===== config.mk =====
export PLATFORM = sky130hd
export DESIGN_NAME = fifo_flush_ctrl
export DESIGN_NICKNAME = d
export VERILOG_FILES = /design/src/rtl/fdc_pkg.sv /design/src/rtl/fdc_events.sv /design/src/rtl/fdc_thresh.sv /design/src/rtl/fdc_request.sv /design/src/rtl/fifo_flush_ctrl.sv
export SDC_FILE = /design/constraint.sdc
export NUM_CORES = 1
export LEC_CHECK = 0
export CORE_MARGIN = 3
export CORE_UTILIZATION = 40
export CTS_CLUSTER_DIAMETER = 150
export DETAILED_ROUTE_END_ITERATION = 16
export PLACE_DENSITY = 0.78
export SLEW_MARGIN = 20
export SYNTH_ARGS = -nofsm -noshare
export SYNTH_HDL_FRONTEND = slang
export SYNTH_SLANG_ARGS = --single-unit

===== constraint.sdc =====
create_clock -name clk -period 1.85 [get_ports clk]
set_clock_uncertainty 0.15 [all_clocks]
set_input_delay 0.185 -clock clk [delete_from_list [all_inputs] [get_ports clk]]
set_output_delay 0.185 -clock clk [all_outputs]
set_load 0.01 [all_outputs]

===== src/rtl/fdc_pkg.sv =====
package fdc_pkg;
  localparam int FIFO_BYTES = 64;
  localparam int CNT_W      = $clog2(FIFO_BYTES + 1);
  localparam int SEL_W      = 3;
  localparam int BSEL_W     = 2;

  typedef logic [CNT_W-1:0] cnt_t;

  typedef enum logic [SEL_W-1:0] {
    REG_CTRL = 3'd0,
    REG_ADDR = 3'd1,
    REG_NEXT = 3'd2,
    REG_TEST = 3'd3
  } reg_code_e;

  function automatic cnt_t burst_bytes(input logic [BSEL_W-1:0] sel);
    case (sel)
      2'd0:    burst_bytes = cnt_t'(4);
      2'd1:    burst_bytes = cnt_t'(16);
      default: burst_bytes = cnt_t'(32);
    endcase
  endfunction
endpackage


===== src/rtl/fdc_events.sv =====
module fdc_events
  import fdc_pkg::*;
(
  input  logic             clk,
  input  logic             rst_n,
  input  logic             irq_pend,
  input  logic             reg_wr,
  input  logic [SEL_W-1:0] reg_sel,
  input  logic             rst_set,
  input  logic             inv_set,
  input  logic             addr_reload,
  input  logic             diag,
  output logic             flush_evt,
  output logic             clear_evt
);
  logic irq_q, irq_d;
  logic wr_counts, reload_counts, irq_rise;

  always_comb begin
    irq_d = irq_pend;
  end

  always_ff @(posedge clk or negedge rst_n) begin
    if (!rst_n) irq_q <= 1'b0;
    else        irq_q <= irq_d;
  end

  always_comb begin
    irq_rise      = irq_pend & ~irq_q;
    wr_counts     = reg_wr
                    & (reg_sel != REG_TEST)
                    & ~((reg_sel == REG_ADDR) & diag);
    reload_counts = addr_reload & ~diag;
    clear_evt     = rst_set | inv_set | reload_counts;
    flush_evt     = irq_rise | wr_counts | clear_evt;
  end

  AST_IRQ_ONCE: assert property (@(posedge clk) disable iff (!rst_n)
    irq_pend && $past(irq_pend) && !reg_wr && !clear_evt |-> !flush_evt);
endmodule


===== src/rtl/fdc_thresh.sv =====
module fdc_thresh
  import fdc_pkg::*;
(
  input  logic [BSEL_W-1:0] burst_sel,
  input  cnt_t              fill,
  output logic              thr_hit,
  output cnt_t              thr_bytes
);
  always_comb begin
    thr_bytes = burst_bytes(burst_sel);
    thr_hit   = (fill >= thr_bytes);
  end

  always_comb begin
    AST_THR_NONZERO: assert (!thr_hit || fill != '0);
  end
endmodule


===== src/rtl/fdc_request.sv =====
module fdc_request
  import fdc_pkg::*;
(
  input  logic clk,
  input  logic rst_n,
  input  cnt_t fill,
  input  logic thr_hit,
  input  cnt_t thr_bytes,
  input  logic flush_evt,
  input  logic clear_evt,
  input  logic mem_err,
  input  logic drain_ack,
  output logic drain_req,
  output cnt_t drain_bytes,
  output logic inval_pulse
);
  logic pend_q, pend_d, inv_q, inv_d;
  cnt_t bytes_q, bytes_d;
  logic evt_live;

  always_comb begin
    evt_live = flush_evt & (fill != '0);
    pend_d   = pend_q;
    bytes_d  = bytes_q;
    inv_d    = 1'b0;
    if (mem_err) begin
      pend_d  = 1'b0;
      bytes_d = '0;
      inv_d   = clear_evt;
    end else if (pend_q) begin
      if (drain_ack) begin
        pend_d  = 1'b0;
        bytes_d = '0;
      end else if (evt_live) begin
        bytes_d = fill;
      end
    end else if (evt_live) begin
      pend_d  = 1'b1;
      bytes_d = fill;
    end else if (thr_hit) begin
      pend_d  = 1'b1;
      bytes_d = thr_bytes;
    end
  end

  always_ff @(posedge clk or negedge rst_n) begin
    if (!rst_n) begin
      pend_q  <= 1'b0;
      bytes_q <= '0;
      inv_q   <= 1'b0;
    end else begin
      pend_q  <= pend_d;
      bytes_q <= bytes_d;
      inv_q   <= inv_d;
    end
  end

  assign drain_req   = pend_q;
  assign drain_bytes = bytes_q;
  assign inval_pulse = inv_q;

  AST_NO_REQ_ON_ERR: assert property (@(posedge clk) disable iff (!rst_n)
    mem_err |=> !drain_req);
  AST_HOLD_TILL_ACK: assert property (@(posedge clk) disable iff (!rst_n)
    drain_req && !drain_ack && !mem_err |=> drain_req);
  AST_ACK_CLEARS: assert property (@(posedge clk) disable iff (!rst_n)
    drain_req && drain_ack |=> !drain_req);
  AST_REQ_NONZERO: assert property (@(posedge clk) disable iff (!rst_n)
    drain_req |-> drain_bytes != '0);
endmodule


===== src/rtl/fifo_flush_ctrl.sv =====
module fifo_flush_ctrl
  import fdc_pkg::*;
(
  input  logic              clk,
  input  logic              rst_n,
  input  logic [CNT_W-1:0]  fill,
  input  logic [BSEL_W-1:0] burst_sel,
  input  logic              irq_pend,
  input  logic              reg_wr,
  input  logic [SEL_W-1:0]  reg_sel,
  input  logic              rst_set,
  input  logic              inv_set,
  input  logic              addr_reload,
  input  logic              diag,
  input  logic              mem_err,
  input  logic              drain_ack,
  output logic              drain_req,
  output logic [CNT_W-1:0]  drain_bytes,
  output logic              inval_pulse
);
  logic flush_evt, clear_evt, thr_hit;
  cnt_t thr_bytes;

  fdc_events u_events (
    .clk(clk), .rst_n(rst_n), .irq_pend(irq_pend), .reg_wr(reg_wr),
    .reg_sel(reg_sel), .rst_set(rst_set), .inv_set(inv_set),
    .addr_reload(addr_reload), .diag(diag),
    .flush_evt(flush_evt), .clear_evt(clear_evt)
  );

  fdc_thresh u_thresh (
    .burst_sel(burst_sel), .fill(fill),
    .thr_hit(thr_hit), .thr_bytes(thr_bytes)
  );

  fdc_request u_request (
    .clk(clk), .rst_n(rst_n), .fill(fill), .thr_hit(thr_hit),
    .thr_bytes(thr_bytes), .flush_evt(flush_evt), .clear_evt(clear_evt),
    .mem_err(mem_err), .drain_ack(drain_ack),
    .drain_req(drain_req), .drain_bytes(drain_bytes),
    .inval_pulse(inval_pulse)
  );

  AST_INVAL_NEEDS_ERR: assert property (@(posedge clk) disable iff (!rst_n)
    inval_pulse |-> $past(mem_err));
  AST_INVAL_NO_REQ: assert property (@(posedge clk) disable iff (!rst_n)
    inval_pulse |-> !drain_req);
endmodule


**Word level (Yosys, flattened, before mapping)**

Index checks and enable logic that the tools add are counted.
Widths: inputs -> output; s select.

- Register bits after elaboration: 10
- Output and inout port bits: 9
- Word-level logic and storage cells: 39

- Order comparisons: 1
- Equal/unequal tests: 4
- Muxes and demuxes: 13
- Bitwise gates (word level): 13
- Reduce and logical (&&, ||, !) cells: 4

Operator list:

| operator | number |
|---|---|
| $mux 7 | 6 |
| $pmux 6 s2 | 1 |
| $ge 7x6->1 | 1 |
| $reduce_bool 7->1 | 1 |
| $and 1x1->1 | 6 |
| $mux 1 | 6 |
| $ne 4x4->1 const B | 1 |
| $or 1x1->1 | 4 |
| $reduce_bool 4->1 | 1 |
| $eq 3x1->1 const B | 1 |
| $ne 3x2->1 const B | 1 |
| $not 1->1 | 3 |
| $eq 2x1->1 const B | 1 |
| $logic_not 2->1 | 1 |
| $reduce_and 2->1 | 1 |

**Longest topological paths before layout**

Gate-level depths: netlist (run 1).

- Depth in word-level cells: 11
- Gate-level depth with buffers: 7
- Mapped depth without buffers: 7

**Hierarchy**

From an unflattened synthesis (run 1), not the netlist that was laid out.

- Cell total of the unflattened synthesis: 93
- Area total of the unflattened synthesis: 842.1 um2

Modules (own cells, without submodules):

| module | instances | cells an instance | area an instance (um2) |
|---|---|---|---|
| fdc_request | 1 | 66 | 655.6 |
| fdc_thresh | 1 | 19 | 123.9 |
| fdc_events | 1 | 8 | 62.6 |

**Worst setup path before layout (run 1)**

OpenSTA, ideal clock, no wires.

- Path kind: reg-to-reg
- Start point: register u_request.pend_q (netlist: u_request.drain_req)
- End point: register u_request.bytes_q[2] (netlist: u_request.drain_bytes[2])
- Data arrival time: 1.475 ns
- Data required time: 1.575 ns
- Slack: 0.100 ns
- Cell stages (with the launch flop): 5
- Path buffers: 0
- Clock period less this slack: 1.750 ns
- Cell sequence: dfrtp_1 -> o41ai_1 -> a21oi_2 -> nor3_4 -> mux2_2

- Cells in the longest elaborated chain, start to end: 2
- Elaborated cells between the ends (all ways): 5

Ends and longest elaborated chain:

| element | line | text |
|---|---|---|
| start: declaration | fdc_request.sv:17 | `logic pend_q, pend_d, inv_q, inv_d;` |
| start signal: assignment | fdc_request.sv:52 | `pend_q <= pend_d;` |
| $ne 4x4->1 (no line) (tied with other cells) | - |  |
| $reduce_and 2->1 (no line) / $mux 7 (equally long branches) | - |  |
| end signal: assignment | fdc_request.sv:53 | `bytes_q <= bytes_d;` |
| end: declaration | fdc_request.sv:18 | `cnt_t bytes_q, bytes_d;` |

Parallel ways exist; a longest one is shown, timed or not.
A chain may end at the register's enable or synchronous reset.

**Worst setup path in the final report (run 1)**

- Start point: input port diag
- End point: register u_request.bytes_q[2] (netlist: u_request.drain_bytes[2])

- Cells in the longest elaborated chain, start to end: 9
- Elaborated cells between the ends (all ways): 15

Ends and longest elaborated chain:

| element | line | text |
|---|---|---|
| start: declaration | fifo_flush_ctrl.sv:14 | `input logic diag,` |
| $and 1x1->1 | fdc_events.sv:32 | `& ~((reg_sel == REG_ADDR) & diag);` |
| $not 1->1 | fdc_events.sv:32 |  |
| $and 1x1->1 | fdc_events.sv:32 |  |
| $or 1x1->1 | fdc_events.sv:35 | `flush_evt = irq_rise \| wr_counts \| clear_evt;` |
| $or 1x1->1 (*) | fdc_events.sv:35 |  |
| $and 1x1->1 (*) | fdc_request.sv:22 | `evt_live = flush_evt & (fill != '0);` |
| $mux 7 | fdc_request.sv:37 | `end else if (evt_live) begin` |
| $mux 7 | fdc_request.sv:30 | `end else if (pend_q) begin` |
| $mux 7 | fdc_request.sv:26 | `if (mem_err) begin` |

Mark *: on every way between the ends. The rest lies on a longest branch, timed or not.

==> metrics.md, run 1 <==
| Metric | Value |
|---|---|
| Antenna diode count | `0` |
| WL final | `roughly 2.1 mm` |
| 1st-pass router iterations | `4` |
| Antenna-violating nets left | `0` |
| TritonCTS clock tree | `built` |
| Reg area | `251 µm²` |
| Register-to-Register Path Depth | `4` |
| Type of origin of the critical path | `primary input` |
| Syn Area/Cell | `about 10 µm²` |
| Top FF cell, synth | `dfrtp_1` |
| Crit path time final | `approximately 1.8 ns` |
| Buffers added on ports | `30` |
| Critical path arrival | `~1.8 ns` |
| CP endpoint kind | `flip-flop` |
| Post-CTS Hold Fix Bufs | `0` |
| Max-cap violations | `0` |
| Yosys top cell area share | `between 30 and 40%` |
| LEAKAGE | `between 0.5 and 0.6 nW` |
| CTS Buf Count | `3` |
| Fin cells | `128` |
| PD cells | `about 550 nW/µm²` |
| Final global-route overflow total | `0` |
| Clk Latency, worst-skew pair | `roughly 0.26 ns` |
| Initial antenna violation count | `0` |
| EDFF count, synth | `0` |
| Worst min path class | `primary input to async pin` |
| Post-synth cell types | `32` |
| Status | `finished, final reports clean` |
| Final Cell Area | `around 1200 µm²` |
| Part of the Yosys area used for sequential elements | `a little under two fifths` |
| DIE HEIGHT | `between 40 and 50 µm` |
| Setup repair bufs after CTS | `0` |
| # DRC | `0` |
| Synth area leader | `dfrtp_1` |
| Final setup fails | `0` |
| Dpl ws | `-0.480 ns` |
| First-pass GRT wire length | `about 3.1 mm` |
| Die Area | `~2200 µm²` |
| Detailed placer's ending HPWL | `approximately 1.5 mm` |
| Commonest non-fill, non-tap cell in the layout | `clkdlybuf4s50_1` |
| Reg2Reg Setup Slack | `0.07 ns` |
| Bufs on Longest Clock Path | `2` |
| Routed vias/inst | `~5.7` |
| Post-Syn Area | `668 µm²` |
| Area Overhead vs Synth | `78.5%` |
| WL/cell | `about 16 µm` |
| Core area | `~1500 µm²` |
| Number of synthesis warnings | `0` |
| Seq cells post-synth | `10` |
| Syn Inst Count | `65` |
| Cells after DPL | `124` |
| RSZ-0062 raised after global routing | `false` |
| Starting Density | `a little over two fifths` |
| Largest cells by area after synthesis | `dfrtp_1 37%, ha_1 5.6%, o2111a_1 5.1%` |
| Most frequent cells in the layout | `25 x clkdlybuf4s50_1, 13 x buf_4, 9 x dfrtp_1, 5 x inv_1, 5 x nand2_1` |
| Io pins | `31` |
| Maximum clock rate | `between 0.5 and 0.6 GHz` |
| Fin. max-slew vios | `0` |
| Die width | `46.9 µm` |
| Fraction of registers with async set or reset after synthesis | `100%` |
| Global Route Usage Sum | `a little over 20%` |
| Worst endpoint required time | `1.85 ns` |
| CP Class | `primary input to flip-flop` |
| Final worst slack | `0.0523 ns` |
| Max rail drop VDD | `0.000524 V` |
| Crit Reg-Reg Startpoint | `u_request.drain_req` |
| Detailed Route Iter0 Violations | `6` |
| Worst Path Max Fanout | `6` |
| Largest net degree at the start of global routing | `11` |
| Site row count | `14` |
| Clock root cell | `clkbuf_4` |
| Worst slew margin | `~70%` |
| Multi-input logic area | `between 400 and 500 µm²` |
| Nets | `138` |
| Clock slew at reported path FFs | `0.06 ns` |
| Least-Margin Pin Slew | `0.447 ns` |
| Ratio of cells with drive above 1 in the final layout | `between 20 and 30%` |
| Placement Cell Area | `roughly 1100 µm²` |
| Post-synth net total | `90` |
| Worst flop-to-flop path endpoint | `u_request.drain_bytes[2]` |
| CTS H-Tree Depth | `1` |
| Fillcell total | `110` |
| Tcrit/Tclk final | `around 97%` |
| Via count | `around 720` |
| CTS sink count | `10` |
| Hold Violations, Final | `0` |
| Vias in the first global route | `around 750` |
| GP Congestion | `between 0.9 and 1` |
==> registers in the layout, indices dropped and copies added (netlist names) <==
signal                 cells
u_events.irq_q             1
u_request.drain_bytes      7
u_request.drain_req        1
u_request.inval_pulse      1
==> metrics by stage <==
| step | util, % | hold slack (ns) | power [mW] | setup TNS, ns |
|---|---|---|---|---|
| global placement | 70.5 | 0.342 | 0.437 | -3.31 |
| CTS | 76.9 | 0.0802 | 0.662 | 0 |
| floorplan | - | -0.261 | 0.319 | 0 |
| global route | 77.4 | 0.0868 | 0.693 | 0 |
| finish | 77.4 | 0.0759 | 0.657 | 0 |
| detailed placement | 70.5 | 0.350 | 0.441 | -3.40 |
==> worst max path at each step <==
stage                              from                       end  slack (ns)
floorplan           u_request.drain_req  u_request.drain_bytes[2]         0.1
global placement           burst_sel[1]  u_request.drain_bytes[3]       -0.46
detailed placement         burst_sel[1]  u_request.drain_bytes[2]       -0.48
CTS                        burst_sel[1]  u_request.drain_bytes[2]       0.001
global route                       diag  u_request.drain_bytes[2]       0.002
finish                             diag  u_request.drain_bytes[2]        0.05
==> repair_timing <==
item,in CTS,in global routing
endpoints found under the setup margin,7,3
gates cloned,0,0
gates resized for setup,17,3
pin swaps,7,2
==> routing by layer <==
metal	GRT usage (%)	wire [µm]	up-vias
met1	24.3	858	344
li1	-	-	349
met3	2.30	123	4
met2	35.2	1080	27
met5	0	0	-
met4	11.0	31	0
==> synth_stat cells (2+ instances only) <==
cell,count
dfrtp_1,10
inv_1,5
nand2_1,5
nor2_1,5
a31o_1,3
ha_1,3
nand2b_1,3
o2111a_1,3
a32o_1,2
mux2_2,2
nor3_1,2
nor4_1,2
==> area by class of cell <==
| class | instances | area share (%) |
|---|---|---|
| Tap cell | 16 | 1.68 |
| Timing Repair Buffer | 43 | 33.5 |
| Multi-Input combinational cell | 50 | 39.1 |
| Clock buffer | 4 | 3.04 |
| Sequential cell | 10 | 21.1 |
| Inverter | 5 | 1.57 |
==> critical path, stage by stage <==
cell,delay [ns]
clkdlybuf4s50_1,0.49
nor2_1,0.05
o31a_1,0.28
o21a_4,0.26
nor3_4,0.21
mux2_4,0.32
==> power by group <==
group	internal [mW]	switching (mW)	leakage [nW]
Clock	0.120	0.0751	0.0210
Combinational	0.126	0.0933	0.354
Sequential	0.233	0.0107	0.127
Total	0.478	0.179	0.502
==> kinds of logic after synthesis <==
| logic type | count (synthesis) | share of synthesized area [%] |
|---|---|---|
| AOI/OAI and AO/OA | 22 | 30.2 |
| and+or+nand+nor | 22 | 19.1 |
| buffers and inverters | 5 | 2.81 |
| muxes | 3 | 4.87 |
| DFF | 10 | 37.5 |
| adders and majority gates | 3 | 5.62 |
No activity file was read; power rests on OpenSTA's default activity.
==> inputs of run 2 (changes only) <==
--- a/config.mk
+++ b/config.mk
@@ -5,6 +5,7 @@
 export SDC_FILE = /design/constraint.sdc
 export NUM_CORES = 1
 export LEC_CHECK = 0
+export CAP_MARGIN = 40
 export CORE_MARGIN = 3
 export CORE_UTILIZATION = 40
 export CTS_CLUSTER_DIAMETER = 150
==> results of run 2 <==
Same layout as run 1: the final DEF is identical, and so are final timing and power.
